## src/rtl/reglist_seq_pkg.sv

```systemverilog
package reglist_seq_pkg;

  typedef enum logic [1:0] {
    SZ_BYTE = 2'b00,
    SZ_WORD = 2'b01,
    SZ_LONG = 2'b10,
    SZ_RSVD = 2'b11
  } xfer_size_e;

  typedef enum logic {
    ST_IDLE = 1'b0,
    ST_RUN  = 1'b1
  } seq_state_e;

  localparam int unsigned LONG_BYTES = 4;

endpackage

```

## src/rtl/rls_pick.sv

```systemverilog
module rls_pick #(
  parameter int unsigned MASK_W = 16,
  localparam int unsigned IDX_W = $clog2(MASK_W)
) (
  input  logic [MASK_W-1:0] mask,
  output logic              any,
  output logic [IDX_W-1:0]  idx
);

  // lowest set bit: a thermometer of "already found below" per position
  logic [MASK_W:0] below;
  logic [MASK_W-1:0] hit;

  assign below[0] = 1'b0;

  for (genvar g = 0; g < MASK_W; g++) begin : g_scan
    assign hit[g]       = mask[g] & ~below[g];
    assign below[g + 1] = below[g] | mask[g];
  end

  assign any = below[MASK_W];

  always_comb begin
    idx = '0;
    for (int i = 0; i < MASK_W; i++) begin
      if (hit[i]) idx = IDX_W'(i);
    end
  end

  // at most one position is chosen
  onehot_hit_chk: assert property (@(hit) $onehot0(hit))
    else $error("rls_pick: several bits chosen");

endmodule

```

## src/rtl/rls_map.sv

```systemverilog
module rls_map #(
  parameter int unsigned MASK_W = 16,
  localparam int unsigned IDX_W = $clog2(MASK_W)
) (
  input  logic             rev,
  input  logic [IDX_W-1:0] idx,
  output logic [IDX_W-1:0] code
);

  localparam logic [IDX_W-1:0] TOP = IDX_W'(MASK_W - 1);

  // reversing the list mirrors the index across the whole register file
  always_comb begin
    if (rev) code = TOP - idx;
    else     code = idx;
  end

endmodule

```

## src/rtl/rls_ctrl.sv

```systemverilog
module rls_ctrl
  import reglist_seq_pkg::*;
#(
  parameter int unsigned MASK_W = 16,
  localparam int unsigned IDX_W = $clog2(MASK_W),
  localparam int unsigned OFS_W = $clog2(MASK_W * LONG_BYTES)
) (
  input  logic              clk,
  input  logic              rst_n,
  input  logic              req_start,
  input  logic              req_dir,
  input  logic [1:0]        req_size,
  input  logic [MASK_W-1:0] req_mask,
  input  logic              pick_any,
  input  logic [IDX_W-1:0]  pick_idx,
  input  logic              xfer_ready,
  output logic [MASK_W-1:0] rem_mask,
  output logic              dir_q,
  output logic              xfer_valid,
  output logic [OFS_W-1:0]  xfer_offset,
  output logic              done,
  output logic              size_err
);

  seq_state_e state_q;
  logic       take;
  logic       hs;
  logic       size_ok;
  logic [MASK_W-1:0] after_hs;

  assign size_ok    = (xfer_size_e'(req_size) == SZ_LONG);
  assign take       = req_start && (state_q == ST_IDLE);
  assign xfer_valid = (state_q == ST_RUN) && pick_any;
  assign hs         = xfer_valid && xfer_ready;

  always_comb begin
    after_hs = rem_mask;
    after_hs[pick_idx] = 1'b0;
  end

  always_ff @(posedge clk or negedge rst_n) begin
    if (!rst_n) begin
      state_q     <= ST_IDLE;
      rem_mask    <= '0;
      dir_q       <= 1'b0;
      xfer_offset <= '0;
      done        <= 1'b0;
      size_err    <= 1'b0;
    end else begin
      done     <= 1'b0;
      size_err <= 1'b0;
      if (take) begin
        if (!size_ok) begin
          size_err <= 1'b1;
        end else if (req_mask == '0) begin
          done <= 1'b1;
        end else begin
          state_q     <= ST_RUN;
          rem_mask    <= req_mask;
          dir_q       <= req_dir;
          xfer_offset <= '0;
        end
      end else if (hs) begin
        rem_mask    <= after_hs;
        xfer_offset <= xfer_offset + OFS_W'(LONG_BYTES);
        if (after_hs == '0) begin
          state_q <= ST_IDLE;
          done    <= 1'b1;
        end
      end
    end
  end


  stall_hold_chk: assert property (@(posedge clk) disable iff (!rst_n)
    (xfer_valid && !xfer_ready) |=> (xfer_valid && $stable(xfer_offset) && $stable(pick_idx)))
    else $error("stalled beat changed");


  offset_step_chk: assert property (@(posedge clk) disable iff (!rst_n)
    (hs && (after_hs != '0)) |=> (xfer_offset == $past(xfer_offset) + OFS_W'(LONG_BYTES)))
    else $error("offset step wrong");


  done_alone_chk: assert property (@(posedge clk) disable iff (!rst_n)
    done |-> (!xfer_valid && !size_err))
    else $error("done overlaps a beat or error");


  done_pulse_chk: assert property (@(posedge clk) disable iff (!rst_n)
    done |=> !done)
    else $error("done longer than one cycle");


  err_quiet_chk: assert property (@(posedge clk) disable iff (!rst_n)
    size_err |-> (!xfer_valid && !done))
    else $error("size error with activity");


  busy_ignore_chk: assert property (@(posedge clk) disable iff (!rst_n)
    (xfer_valid && req_start && !xfer_ready) |=> ($stable(rem_mask) && $stable(dir_q)))
    else $error("start accepted while busy");

endmodule

```

## src/rtl/reglist_seq.sv

```systemverilog
module reglist_seq
  import reglist_seq_pkg::*;
#(
  parameter int unsigned MASK_W = 16,
  localparam int unsigned IDX_W = $clog2(MASK_W),
  localparam int unsigned OFS_W = $clog2(MASK_W * LONG_BYTES)
) (
  input  logic              clk,
  input  logic              rst_n,
  input  logic              req_start,
  input  logic              req_dir,
  input  logic [1:0]        req_size,
  input  logic [MASK_W-1:0] req_mask,
  output logic              xfer_valid,
  input  logic              xfer_ready,
  output logic [IDX_W-1:0]  xfer_reg,
  output logic [OFS_W-1:0]  xfer_offset,
  output logic              done,
  output logic              size_err
);

  logic [MASK_W-1:0] rem_mask;
  logic              dir_q;
  logic              pick_any;
  logic [IDX_W-1:0]  pick_idx;

  rls_pick #(.MASK_W(MASK_W)) u_pick (
    .mask (rem_mask),
    .any  (pick_any),
    .idx  (pick_idx)
  );

  rls_map #(.MASK_W(MASK_W)) u_map (
    .rev  (dir_q),
    .idx  (pick_idx),
    .code (xfer_reg)
  );

  rls_ctrl #(.MASK_W(MASK_W)) u_ctrl (
    .clk         (clk),
    .rst_n       (rst_n),
    .req_start   (req_start),
    .req_dir     (req_dir),
    .req_size    (req_size),
    .req_mask    (req_mask),
    .pick_any    (pick_any),
    .pick_idx    (pick_idx),
    .xfer_ready  (xfer_ready),
    .rem_mask    (rem_mask),
    .dir_q       (dir_q),
    .xfer_valid  (xfer_valid),
    .xfer_offset (xfer_offset),
    .done        (done),
    .size_err    (size_err)
  );


  reg_hold_chk: assert property (@(posedge clk) disable iff (!rst_n)
    (xfer_valid && !xfer_ready) |=> $stable(xfer_reg))
    else $error("register code moved under stall");

endmodule

```

## config.mk

```make
export PLATFORM = sky130hd
export DESIGN_NAME = reglist_seq
export DESIGN_NICKNAME = d
export VERILOG_FILES = /design/src/rtl/reglist_seq_pkg.sv /design/src/rtl/rls_pick.sv /design/src/rtl/rls_map.sv /design/src/rtl/rls_ctrl.sv /design/src/rtl/reglist_seq.sv
export SDC_FILE = /design/constraint.sdc
export NUM_CORES = 1
export LEC_CHECK = 0
export BUFFER_PORTS_ARGS = -buffer_cell sky130_fd_sc_hd__buf_2
export CAP_MARGIN = 30
export CORE_UTILIZATION = 53
export CTS_CLUSTER_SIZE = 14
export DETAILED_ROUTE_END_ITERATION = 8
export PLACE_DENSITY = 0.79
export SYNTH_ARGS = -nofsm -noshare
export SYNTH_HDL_FRONTEND = slang
export SYNTH_SLANG_ARGS = --single-unit
```

## constraint.sdc

```tcl
create_clock -name clk -period 2.5 [get_ports clk]
set_input_delay 0.5 -clock clk [delete_from_list [all_inputs] [get_ports clk]]
set_output_delay 0.5 -clock clk [all_outputs]
set_load 0.05 [all_outputs]
```

# Word level (Yosys, flattened, before mapping)
# Cells that the tools add are included.
[totals]
output_inout_bits = 13
wordCells = 111
in_bits = 23
ff_bits = 26
[op_classes]
n_lt_le_gt_ge = 2
n_addsub = 2
bitwise_logic = 49
n_eq_ne = 3
mux = 38
reduce_logical = 11
[op_table]
columns = ["op", "n"]
rows = [
  ["two-way mux 16 bit", 4],
  ["two-way mux 4 bit", 15],
  ["logical NOT 16 bit", 2],
  ["two-way mux 6 bit", 4],
  ["inverter 1 bit", 17],
  ["bitwise AND 16 bit", 1],
  ["inverter 16 bit", 1],
  ["bitwise AND 1 bit", 15],
  ["bitwise OR 1 bit", 15],
  ["two-way mux 1 bit", 14],
  ["adder 6 x 3 -> 6 bit (second input constant)", 1],
  ["AND reduction 3 bit", 2],
  ["< comparator 4 x 5 -> 1 bit (second input constant)", 1],
  ["demux 1 bit (select 4 bit)", 1],
  [">= comparator 4 x 1 -> 1 bit (second input constant)", 1],
  ["logical AND 1 bit", 4],
  ["inequality test 2 bit (second input constant)", 2],
  ["AND reduction 4 bit", 1],
  ["nonzero test 2 bit", 2],
  ["subtractor 4 bit (first input constant)", 1],
  ["== test 2 bit (second input constant)", 1],
]

# Logic depth before layout (Yosys ltp)
# Gate-level depths: netlist (run 1).
[depth]
ltp_word = 27
mapped_depth = 8
mapped_depth_nobuf = 6

# Cells and area by module
# A second synthesis (run 1) with hierarchy kept.
[unflattened]
hier_cells = 175
hier_area_um2 = 1610.3
[by_module_without_submodules]
columns = ["module", "cells_per_inst", "seq_area_each_um2", "area_per_inst_um2", "n_inst"]
rows = [
  ["rls_ctrl", 141, 600.6, 1391.3, 1],
  ["rls_pick", 30, 0.0, 183.9, 1],
  ["rls_map", 4, 0.0, 35.0, 1],
]

# Worst setup path before layout (run 1)
# OpenSTA, ideal clock, no wires.
[synth_path]
path_kind = "register to output"
startpoint = "reg u_ctrl.rem_mask[0]"
endpoint = "out xfer_reg[0]"
required_time_ps = 2000
path_buffers = 0
path_slack_ps = -384
t_arrival_ps = 2384
stages_incl_launch_ff = 6
path_cell_list = "dfrtp_1 > or4_4 > nor3_4 > nand2_1 > o221ai_1 > xor2_1"
[synth_via]
elab_chain_len = 19
elab_cells_between_ends = 61
cone_classes = "1 x add/sub; 16 x mux; 44 x bitwise"
[synth_rtl]
columns = ["element", "line_no", "source"]
rows = [
  ["start, declared", "rls_ctrl.sv:17", "output logic [MASK_W-1:0] rem_mask,"],
  ["start signal, assigned", "rls_ctrl.sv:59", "rem_mask <= req_mask;"],
  ["start signal, assigned", "rls_ctrl.sv:64", "rem_mask <= after_hs;"],
  ["inverter 1 bit or bitwise OR 1 bit (tied branches)", "rls_pick.sv:17, rls_pick.sv:18", ""],
  ["bitwise AND 1 bit, or another cell as far along", "rls_pick.sv:17", "assign hit[g] = mask[g] & ~below[g];"],
  ["two-way mux 1 bit, or another cell as far along", "rls_pick.sv:26", "if (hit[i]) idx = IDX_W'(i);"],
  ["two-way mux 4 bit, or another cell as far along (12 in a row)", "rls_pick.sv:26", ""],
  ["two-way mux 4 bit or bitwise AND 1 bit (tied branches)", "rls_pick.sv:26, rls_pick.sv:17", ""],
  ["two-way mux 4 bit *", "rls_pick.sv:26", ""],
  ["subtractor 4 bit", "rls_map.sv:14", "if (rev) code = TOP - idx;"],
  ["two-way mux 4 bit *", "rls_map.sv:14", ""],
  ["end, declared", "reglist_seq.sv:16", "output logic [IDX_W-1:0] xfer_reg,"],
]
# Every way passes the cells marked *; elsewhere a longest branch is shown, timed or not.

# Worst setup path after layout (run 1)
[layout_path]
startpoint = "reg u_ctrl.rem_mask[3]"
endpoint = "out xfer_reg[2]"
[layout_via]
elab_chain_len = 17
elab_cells_between_ends = 52
cone_classes = "1 x add/sub; 14 x mux; 37 x bitwise"
[layout_rtl]
columns = ["element", "line_no", "source"]
rows = [
  ["bitwise OR 1 bit", "rls_pick.sv:18", "assign below[g + 1] = below[g] | mask[g];"],
  ["inverter 1 bit or bitwise OR 1 bit (tied branches)", "rls_pick.sv:17, rls_pick.sv:18", ""],
  ["bitwise AND 1 bit, or another cell as far along", "rls_pick.sv:17", ""],
  ["two-way mux 4 bit, or another cell as far along (10 in a row)", "rls_pick.sv:26", ""],
  ["two-way mux 4 bit or bitwise AND 1 bit (tied branches)", "rls_pick.sv:26, rls_pick.sv:17", ""],
  ["two-way mux 4 bit *", "rls_pick.sv:26", ""],
  ["subtractor 4 bit", "rls_map.sv:14", ""],
  ["two-way mux 4 bit *", "rls_map.sv:14", ""],
]
# Marks and branches as above.

==> results of run 1 <==
[area by class of cell]
cell class                 instances  area share, %
multi-input combinational        136           46.6
sequential                        24           28.6
timing repair buffer              58           18.6
tap                               31           1.84
inverter                          10           1.78
clock inverter                     1           1.43
clock buffer                       3           1.07
[state kept, by name (all words and copies together) (netlist names)]
name and count:
u_ctrl.rem_mask 16, u_ctrl.state_q 1, u_ctrl.xfer_offset 4, u_ctrl.dir_q 1, u_ctrl.done 1, u_ctrl.size_err 1
[synthesized netlist by cell type (all sizes together), types with 4 or more instances]
library cell and count:
dfrtp 24, o21ai 9, buf 7, nand4 4, xor2 5, nand2 19
a31oi 5, nor4 9, mux2i 5, nor3 5, a21oi 20, nor2 18
inv 10, clkbuf 5
[metrics by stage]
step	utilization (%)	hold slack, ns
finish	75.7	0.123
global route	75.7	0.160
CTS	73.5	0.143
detailed placement	67.0	0.516
global placement	67.0	0.510
floorplan	-	0.204
[what timing repair did]
action	4_1_cts	5_1_grt
resized for setup	25	8
endpoints found under the hold margin	0	0
pin swaps	10	5
gates cloned	0	0
endpoints found under the setup margin	5	5
setup buffers	5	4
hold buffers	0	0
[worst max-delay path by stage]
stage | start | endpoint | slack (ns) | cells past startpoint
3_5_place_dp | u_ctrl.rem_mask[0]$_DFFE_PN0P_ | xfer_reg[2] | 0.02 | 6
4_1_cts | u_ctrl.rem_mask[3]$_DFFE_PN0P_ | xfer_reg[2] | -0.25 | 6
2_1_floorplan | u_ctrl.rem_mask[9]$_DFFE_PN0P_ | xfer_reg[0] | -0.17 | 6
3_3_place_gp | u_ctrl.rem_mask[1]$_DFFE_PN0P_ | xfer_reg[3] | 0.07 | 6
6_report | u_ctrl.rem_mask[3]$_DFFE_PN0P_ | xfer_reg[2] | -0.19 | 6
5_1_grt | u_ctrl.rem_mask[3]$_DFFE_PN0P_ | xfer_reg[2] | -0.26 | 6
[metal layers]
layer / share of wire, % / track usage [%] / wire [µm]
met1: 39 / 41.9 / 1870
met2: 49 / 55.3 / 2330
met3: 7.7 / 4.65 / 367
met4: 4.0 / 13.2 / 192
met5: 0 / 0 / 0
[cell families (layout without fill, tap and decap cells)]
family | Yosys count | after routing | share of synthesized area [%]
buf+inv | 22 | 72 | 6.90
mux | 6 | 6 | 3.93
flops | 24 | 24 | 38.5
other cells | 1 | 2 | 0.241
compound gates | 52 | 52 | 22.2
xor+xnor | 6 | 6 | 3.37
fa+ha+maj | 2 | 2 | 1.44
simple gates | 68 | 68 | 23.4
[placed cells by master, fill, tap and decap left out, drive strengths merged, types with 3 or more instances in the layout]
cell | netlist | final
buf | 7 | 58
nand2 | 19 | 19
a21oi | 20 | 20
xor2 | 5 | 5
o21a | 3 | 3
dfrtp | 24 | 24
nor2 | 18 | 18
a31oi | 5 | 5
nor4 | 9 | 9
clkbuf | 5 | 3
mux2i | 5 | 5
nand4 | 4 | 4
nor3 | 5 | 5
o21ai | 9 | 9
inv | 10 | 10
==> report_table.html, run 1 <==
<table>
<tr><th>Metric</th><th>Value</th></tr>
<tr><th colspan="2">Run status</th></tr>
<tr><td>Result of the run</td><td>finished, violations left</td></tr>
<tr><td>Violated checks</td><td>negative setup slack</td></tr>
<tr><th colspan="2">STA</th></tr>
<tr><td>Max frequency</td><td>372 MHz</td></tr>
<tr><td>Count of final setup violators</td><td>3</td></tr>
<tr><td>Setup TNS Final</td><td>-0.423 ns</td></tr>
<tr><td>Worst setup slack after layout</td><td>-0.189 ns</td></tr>
<tr><td>Final worst-path cycle share</td><td>108%</td></tr>
<tr><td>Slew @ Worst Pin</td><td>1.05 ns</td></tr>
<tr><td>Minimum clock period after layout</td><td>2.69 ns</td></tr>
<tr><td>Number of max-slew violations in the final report</td><td>0</td></tr>
<tr><td>Max transition margin</td><td>30.2%</td></tr>
<tr><td>Setup repair after global routing missed its margin</td><td>yes</td></tr>
<tr><td>Clk_skew</td><td>0.00584 ns</td></tr>
<tr><td>Hold violation count in the final report</td><td>0</td></tr>
<tr><th colspan="2">Critical path</th></tr>
<tr><td>Endpoint required time on the critical path</td><td>2.00 ns</td></tr>
<tr><td>Number of buffers and inverters on the critical path</td><td>1</td></tr>
<tr><td>Kind of critical path</td><td>register to output pin</td></tr>
<tr><td>Delay of the slowest cell on the worst path</td><td>0.58 ns</td></tr>
<tr><td>Worst Path Max Fanout</td><td>3</td></tr>
<tr><td>Worst Reg-to-Reg Cells</td><td>6</td></tr>
<tr><td>Slowest cell on crit path</td><td>or4_4</td></tr>
<tr><td>Cell Chain, Critical Path</td><td>or4_4 -&gt; nor3_4 -&gt; nand2_2 -&gt; o22ai_4 -&gt; xor2_4 -&gt; buf_6</td></tr>
<tr><td>CP top delay family</td><td>simple AND/OR/NAND/NOR gates</td></tr>
<tr><td>Reg-to-reg startpoint</td><td>u_ctrl.state_q$_DFFE_PN0P_</td></tr>
<tr><td>Data arrival, critical path</td><td>2.19 ns</td></tr>
<tr><td>Endpoint of the worst register-to-register path</td><td>u_ctrl.rem_mask[7]$_DFFE_PN0P_</td></tr>
<tr><td>Flop2flop setup slack</td><td>0.19 ns</td></tr>
<tr><td>Setup crit end kind</td><td>output pin</td></tr>
<tr><td>Type of origin of the critical path</td><td>register</td></tr>
<tr><th colspan="2">Clock network</th></tr>
<tr><td>Clock latency reported for the late side of the worst-skew pair</td><td>0.33 ns</td></tr>
<tr><td>Number of sinks handled by clock tree synthesis</td><td>24</td></tr>
<tr><td>H-tree level count</td><td>1</td></tr>
<tr><td>CTS Buf Count</td><td>3</td></tr>
<tr><td>TritonCTS clock tree</td><td>yes</td></tr>
<tr><td>CTS Root Buffer Type</td><td>clkbuf_4</td></tr>
<tr><td>Buffers from clock root to sink, at most</td><td>2</td></tr>
<tr><td>Reg clk slew, reported paths</td><td>0.15 ns</td></tr>
<tr><th colspan="2">Global route</th></tr>
<tr><td>Wire length of the first global-routing pass</td><td>7780 µm</td></tr>
<tr><td>Global-route total usage across every layer</td><td>32.6%</td></tr>
<tr><td>Pin count of the biggest net entering global routing</td><td>26</td></tr>
<tr><td>Vias in the first global route</td><td>1598</td></tr>
<tr><td>Initial antenna violation count</td><td>0</td></tr>
<tr><td>Total overflow reported by the global router</td><td>0</td></tr>
<tr><th colspan="2">Route</th></tr>
<tr><td>Number of optimization iterations in the first detailed-route pass</td><td>5</td></tr>
<tr><td># DRC</td><td>0</td></tr>
<tr><td>DR vias</td><td>1669</td></tr>
<tr><td>Via-per-instance ratio</td><td>6.35</td></tr>
<tr><td>Routed WL per cell</td><td>18.1 µm</td></tr>
<tr><td>Antenna Nets Post-Route</td><td>0</td></tr>
<tr><td>DRT Wirelength</td><td>4770 µm</td></tr>
<tr><td>DRT iter0 DRCs</td><td>113</td></tr>
<tr><th colspan="2">Placement</th></tr>
<tr><td>Placement-stage worst setup slack</td><td>0.0215 ns</td></tr>
<tr><td>Area post-placement</td><td>0.00186 mm²</td></tr>
<tr><td>HPWL after detailed placement</td><td>3260 µm</td></tr>
<tr><td>Final weighted congestion in routability-driven placement</td><td>0.914</td></tr>
<tr><td>Buffers on Ports</td><td>33</td></tr>
<tr><td>Instance count after placement with tap cells included</td><td>250</td></tr>
<tr><th colspan="2">Floorplan</th></tr>
<tr><td>Effective utilization at floorplan</td><td>56.1%</td></tr>
<tr><td>Height of the chip</td><td>56.2 µm</td></tr>
<tr><td>Total number of placement rows</td><td>19</td></tr>
<tr><td>Number of primary I/O pins</td><td>36</td></tr>
<tr><td>Total die area</td><td>0.00316 mm²</td></tr>
<tr><td>Area inside the core boundary</td><td>0.00278 mm²</td></tr>
<tr><td>Width of the die</td><td>56.2 µm</td></tr>
<tr><th colspan="2">Layout</th></tr>
<tr><td>Area occupied by multi-input gates</td><td>982 µm²</td></tr>
<tr><td>Fraction of final layout cells with drive strength greater than 1</td><td>39.7%</td></tr>
<tr><td>Filler Cell Count</td><td>200</td></tr>
<tr><td>Area of all placed cells without fillers</td><td>0.00211 mm²</td></tr>
<tr><td>Reg area</td><td>603 µm²</td></tr>
<tr><td>Fin nets</td><td>257</td></tr>
<tr><td>Finished Layout Cells</td><td>263</td></tr>
<tr><td>Antenna fix cells</td><td>0</td></tr>
<tr><td>Area Overhead vs Synth</td><td>35.1%</td></tr>
<tr><th colspan="2">Yosys</th></tr>
<tr><td>Ys Warns</td><td>0</td></tr>
<tr><td>Portion of the post-synthesis area used by sequential elements</td><td>38.5%</td></tr>
<tr><td>Main area contributors after synthesis</td><td>dfrtp_1 (39%), a21oi_1 (6.4%), nand2_1 (4.6%)</td></tr>
<tr><td>Cells after Synth</td><td>181</td></tr>
<tr><td>Most common flop cell mapped by yosys</td><td>dfrtp_1</td></tr>
<tr><td>Asr flop ratio synth</td><td>100%</td></tr>
<tr><td>Top cell type by total area after synthesis</td><td>dfrtp_1</td></tr>
<tr><td>Synthesized area divided by synthesized cell count</td><td>8.61 µm²</td></tr>
<tr><td>Area share of the largest cell type after synthesis</td><td>38.5%</td></tr>
<tr><td>Mapped cell area</td><td>0.00156 mm²</td></tr>
<tr><td>Number of flops mapped to enable cells by yosys</td><td>0</td></tr>
<tr><td>Number of different library cells in the post-synthesis netlist</td><td>50</td></tr>
<tr><td>Number of register bits inferred by synthesis</td><td>24</td></tr>
<tr><th colspan="2">Job</th></tr>
<tr><td>Max_cap viols</td><td>0</td></tr>
<tr><th colspan="2">Min path</th></tr>
<tr><td>Hold/Removal Path Class</td><td>primary input to asynchronous set/reset pin</td></tr>
</table>
Power of run 1 is not shown: default switching activity piles up to over one toggle a cycle in this logic, so the estimate is an artifact.
==> run 2: changes to the inputs <==
--- a/config.mk
+++ b/config.mk
@@ -10,3 +10,3 @@
 export CORE_UTILIZATION = 53
-export CTS_CLUSTER_SIZE = 14
+export CTS_CLUSTER_SIZE = 24
 export DETAILED_ROUTE_END_ITERATION = 8
--- a/constraint.sdc
+++ b/constraint.sdc
@@ -3,2 +3,2 @@
 set_output_delay 0.5 -clock clk [all_outputs]
-set_load 0.05 [all_outputs]
+set_load 0.005 [all_outputs]
==> report_table.html, run 2 (synthesized netlist as in run 1, its figures left out) <==
<table>
<tr><th>Metric</th><th>Value</th></tr>
<tr><th colspan="2">Floorplan</th></tr>
<tr><td>Height of the chip</td><td>56.2 µm (unchanged)</td></tr>
<tr><td>Number of primary I/O pins</td><td>36 (unchanged)</td></tr>
<tr><td>Width of the die</td><td>56.2 µm (unchanged)</td></tr>
<tr><td>Area inside the core boundary</td><td>0.00278 mm² (unchanged)</td></tr>
<tr><td>Total number of placement rows</td><td>19 (unchanged)</td></tr>
<tr><td>Effective utilization at floorplan</td><td>56.1% (unchanged)</td></tr>
<tr><td>Total die area</td><td>0.00316 mm² (unchanged)</td></tr>
<tr><th colspan="2">Global route</th></tr>
<tr><td>Initial antenna violation count</td><td>0 (unchanged)</td></tr>
<tr><td>Pin count of the biggest net entering global routing</td><td>25 (was 26)</td></tr>
<tr><td>Total overflow reported by the global router</td><td>0 (unchanged)</td></tr>
<tr><td>Wire length of the first global-routing pass</td><td>6840 µm (was 7780 µm)</td></tr>
<tr><td>Global-route total usage across every layer</td><td>28.0% (was 32.6%)</td></tr>
<tr><td>Vias in the first global route</td><td>1502 (was 1598)</td></tr>
<tr><th colspan="2">Critical path</th></tr>
<tr><td>Endpoint required time on the critical path</td><td>2.00 ns (about the same)</td></tr>
<tr><td>Flop2flop setup slack</td><td>0.19 ns (about the same)</td></tr>
<tr><td>Kind of critical path</td><td>register to output pin (unchanged)</td></tr>
<tr><td>Worst Reg-to-Reg Cells</td><td>7 (was 6)</td></tr>
<tr><td>Type of origin of the critical path</td><td>register (unchanged)</td></tr>
<tr><td>Worst Path Max Fanout</td><td>2 (was 3)</td></tr>
<tr><td>Endpoint of the worst register-to-register path</td><td>u_ctrl.rem_mask[12]$_DFFE_PN0P_ (was u_ctrl.rem_mask[7]$_DFFE_PN0P_)</td></tr>
<tr><td>Setup crit end kind</td><td>output pin (unchanged)</td></tr>
<tr><td>Reg-to-reg startpoint</td><td>u_ctrl.rem_mask[11]$_DFFE_PN0P_ (was u_ctrl.state_q$_DFFE_PN0P_)</td></tr>
<tr><td>Data arrival, critical path</td><td>2.10 ns (was 2.19 ns)</td></tr>
<tr><td>Worst setup path end</td><td>xfer_reg[0] (was xfer_reg[2])</td></tr>
<tr><td>Crit. Startpoint</td><td>u_ctrl.rem_mask[11]$_DFFE_PN0P_ (was u_ctrl.rem_mask[3]$_DFFE_PN0P_)</td></tr>
<tr><th colspan="2">Route</th></tr>
<tr><td># DRC</td><td>0 (unchanged)</td></tr>
<tr><td>Antenna Nets Post-Route</td><td>0 (unchanged)</td></tr>
<tr><td>Via-per-instance ratio</td><td>6.10 (was 6.35)</td></tr>
<tr><td>Routed WL per cell</td><td>16.3 µm (was 18.1 µm)</td></tr>
<tr><td>Number of optimization iterations in the first detailed-route pass</td><td>4 (was 5)</td></tr>
<tr><td>DR vias</td><td>1562 (was 1669)</td></tr>
<tr><td>DRT Wirelength</td><td>4160 µm (was 4770 µm)</td></tr>
<tr><td>DRT iter0 DRCs</td><td>78 (was 113)</td></tr>
<tr><th colspan="2">Layout</th></tr>
<tr><td>Finished Layout Cells</td><td>256 (was 263)</td></tr>
<tr><td>Most common cell after layout, fill and taps aside</td><td>buf_2 (unchanged)</td></tr>
<tr><td>Most frequent cells in the layout</td><td>buf_2 (33), dfrtp_1 (24), a21oi_1 (20) (was buf_2 (28), buf_4 (23), dfrtp_1 (22))</td></tr>
<tr><td>Area Overhead vs Synth</td><td>22.4% (was 35.1%)</td></tr>
<tr><td>Post-layout util</td><td>68.6% (was 75.7%)</td></tr>
<tr><td>Largest register FFs</td><td>16 (unchanged)</td></tr>
<tr><td>Register with the most flip-flops</td><td>u_ctrl.rem_mask (unchanged)</td></tr>
<tr><td>Fraction of final layout cells with drive strength greater than 1</td><td>32.9% (was 39.7%)</td></tr>
<tr><td>Fin nets</td><td>250 (was 257)</td></tr>
<tr><td>Top Registers</td><td>u_ctrl.rem_mask: 16 flops, u_ctrl.xfer_offset: 4 flops (unchanged)</td></tr>
<tr><td>Antenna fix cells</td><td>0 (unchanged)</td></tr>
<tr><th colspan="2">Pwr</th></tr>
<tr><td>Leakage power figure</td><td>0.881 nW</td></tr>
<tr><td>Power density over the cells</td><td>1520 mW/mm²</td></tr>
<tr><td>IR Drop Worst-Case VDD</td><td>1.17 mV</td></tr>
<tr><th colspan="2">STA</th></tr>
<tr><td>Worst setup slack after layout</td><td>-0.0989 ns (was -0.189 ns)</td></tr>
<tr><td>Minimum clock period after layout</td><td>2.60 ns (was 2.69 ns)</td></tr>
<tr><td>Final worst-path cycle share</td><td>104% (was 108%)</td></tr>
<tr><td>Setup repair after global routing missed its margin</td><td>yes (unchanged)</td></tr>
<tr><td>Tightest hold margin</td><td>0.129 ns (was 0.123 ns)</td></tr>
<tr><td>Clk_skew</td><td>0.0129 ns (was 0.00584 ns)</td></tr>
<tr><td>Max transition margin</td><td>63.1% (was 30.2%)</td></tr>
<tr><td>Number of max-slew violations in the final report</td><td>0 (unchanged)</td></tr>
<tr><td>Slew @ Worst Pin</td><td>0.553 ns (was 1.05 ns)</td></tr>
<tr><td>Count of final setup violators</td><td>4 (was 3)</td></tr>
<tr><td>Hold violation count in the final report</td><td>0 (unchanged)</td></tr>
<tr><td>Max frequency</td><td>385 MHz (was 372 MHz)</td></tr>
<tr><th colspan="2">Clock network</th></tr>
<tr><td>TritonCTS clock tree</td><td>yes (unchanged)</td></tr>
<tr><td>Buffers from clock root to sink, at most</td><td>2 (unchanged)</td></tr>
<tr><td>Reg clk slew, reported paths</td><td>0.15 ns (about the same)</td></tr>
<tr><td>Clock latency reported for the late side of the worst-skew pair</td><td>0.33 ns (about the same)</td></tr>
<tr><td>CTS Buf Count</td><td>3 (unchanged)</td></tr>
<tr><td>H-tree level count</td><td>1 (unchanged)</td></tr>
<tr><td>CTS Root Buffer Type</td><td>clkbuf_4 (unchanged)</td></tr>
<tr><td>CTS hold repair buffers</td><td>0 (unchanged)</td></tr>
<tr><td>Number of sinks handled by clock tree synthesis</td><td>24 (unchanged)</td></tr>
<tr><th colspan="2">Run status</th></tr>
<tr><td>Violated checks</td><td>negative setup slack (unchanged)</td></tr>
<tr><td>Result of the run</td><td>finished, violations left (unchanged)</td></tr>
<tr><th colspan="2">Placement</th></tr>
<tr><td>Placement-stage worst setup slack</td><td>0.169 ns (was 0.0215 ns)</td></tr>
<tr><td>Instance count after placement with tap cells included</td><td>245 (was 250)</td></tr>
<tr><td>Buffers on Ports</td><td>33 (unchanged)</td></tr>
<tr><td>HPWL after detailed placement</td><td>3070 µm (was 3260 µm)</td></tr>
<tr><td>Final weighted congestion in routability-driven placement</td><td>0.985 (was 0.914)</td></tr>
<tr><th colspan="2">Job</th></tr>
<tr><td>Max_cap viols</td><td>0 (unchanged)</td></tr>
<tr><th colspan="2">Min path</th></tr>
<tr><td>Hold/Removal Path Class</td><td>primary input to asynchronous set/reset pin (unchanged)</td></tr>
</table>
-- run 2: cell count changes in the layout (fill, tap and decap cells not counted), sizes merged --
cell and delta:
bufinv -1, buf -7, clkbuf +1
-- run 2: how the worst min path moves through the flow --
stage	from	endpoint	slack [ns]	depth (start not counted)
final	rst_n	u_ctrl.rem_mask[1]$_DFFE_PN0P_	0.13	1
after CTS	rst_n	u_ctrl.rem_mask[14]$_DFFE_PN0P_	0.15	1
after global placement	rst_n	u_ctrl.rem_mask[12]$_DFFE_PN0P_	0.51	1
after detailed placement	rst_n	u_ctrl.rem_mask[12]$_DFFE_PN0P_	0.52	1
after floorplan	rst_n	u_ctrl.dir_q$_DFFE_PN0P_	0.20	0
after global routing	rst_n	u_ctrl.rem_mask[13]$_DFFE_PN0P_	0.17	1
-- run 2: per-stage QoR --
| stage | cell area (µm²) | total power (W) | setup TNS [ns] |
|---|---|---|---|
| 2_1_floorplan | 1560 | 0.00187 | 0 |
| 3_3_place_gp | 1780 | 0.00238 | 0 |
| 3_5_place_dp | 1780 | 0.00243 | 0 |
| 4_1_cts | 1870 | 0.00283 | -0.207 |
| 5_1_grt | 1910 | 0.00313 | -0.795 |
| 6_report | 1910 | 0.00291 | -0.323 |
-- run 2: layout make-up --
class / instances / area (µm²)
inverter: 10 / 37.5
clock buffer: 4 / 36.3
timing repair buffer: 51 / 300
sequential: 24 / 601
multi-input combinational: 136 / 895
fill: 238 / 873
tap: 31 / 38.8
-- run 2: timing repair --
action | CTS | global route
setup endpoints to repair | 4 | 5
cloned | 0 | 0
pin swaps | 4 | 5
buffers inserted | 4 | 3
gates resized for setup | 7 | 2
-- run 2: worst max-delay path, stage by stage (launching register included) --
cell      delay (ns)
dfrtp_1         0.41
or4_4           0.56
nor4_4          0.27
nand2_2         0.10
o221ai_2        0.16
xor2_1          0.15
buf_2           0.13
-- run 2: per-layer routing --
layer	part of all wire, %	GRT usage (%)
met1	41	36.8
met2	51	47.4
met3	5.7	2.56
met4	2.8	11.5
met5	0	0
-- run 2: power breakdown --
part / leakage (nW) / internal (W) / total, W / switching [W]
logic: 0.546 / 0.000951 / 0.00196 / 0.00100
clock network: 0.0210 / 0.0000893 / 0.000219 / 0.000129
registers: 0.314 / 0.000542 / 0.000733 / 0.000191
total: 0.881 / 0.00158 / 0.00291 / 0.00132
No activity file was read; power rests on OpenSTA's default activity.
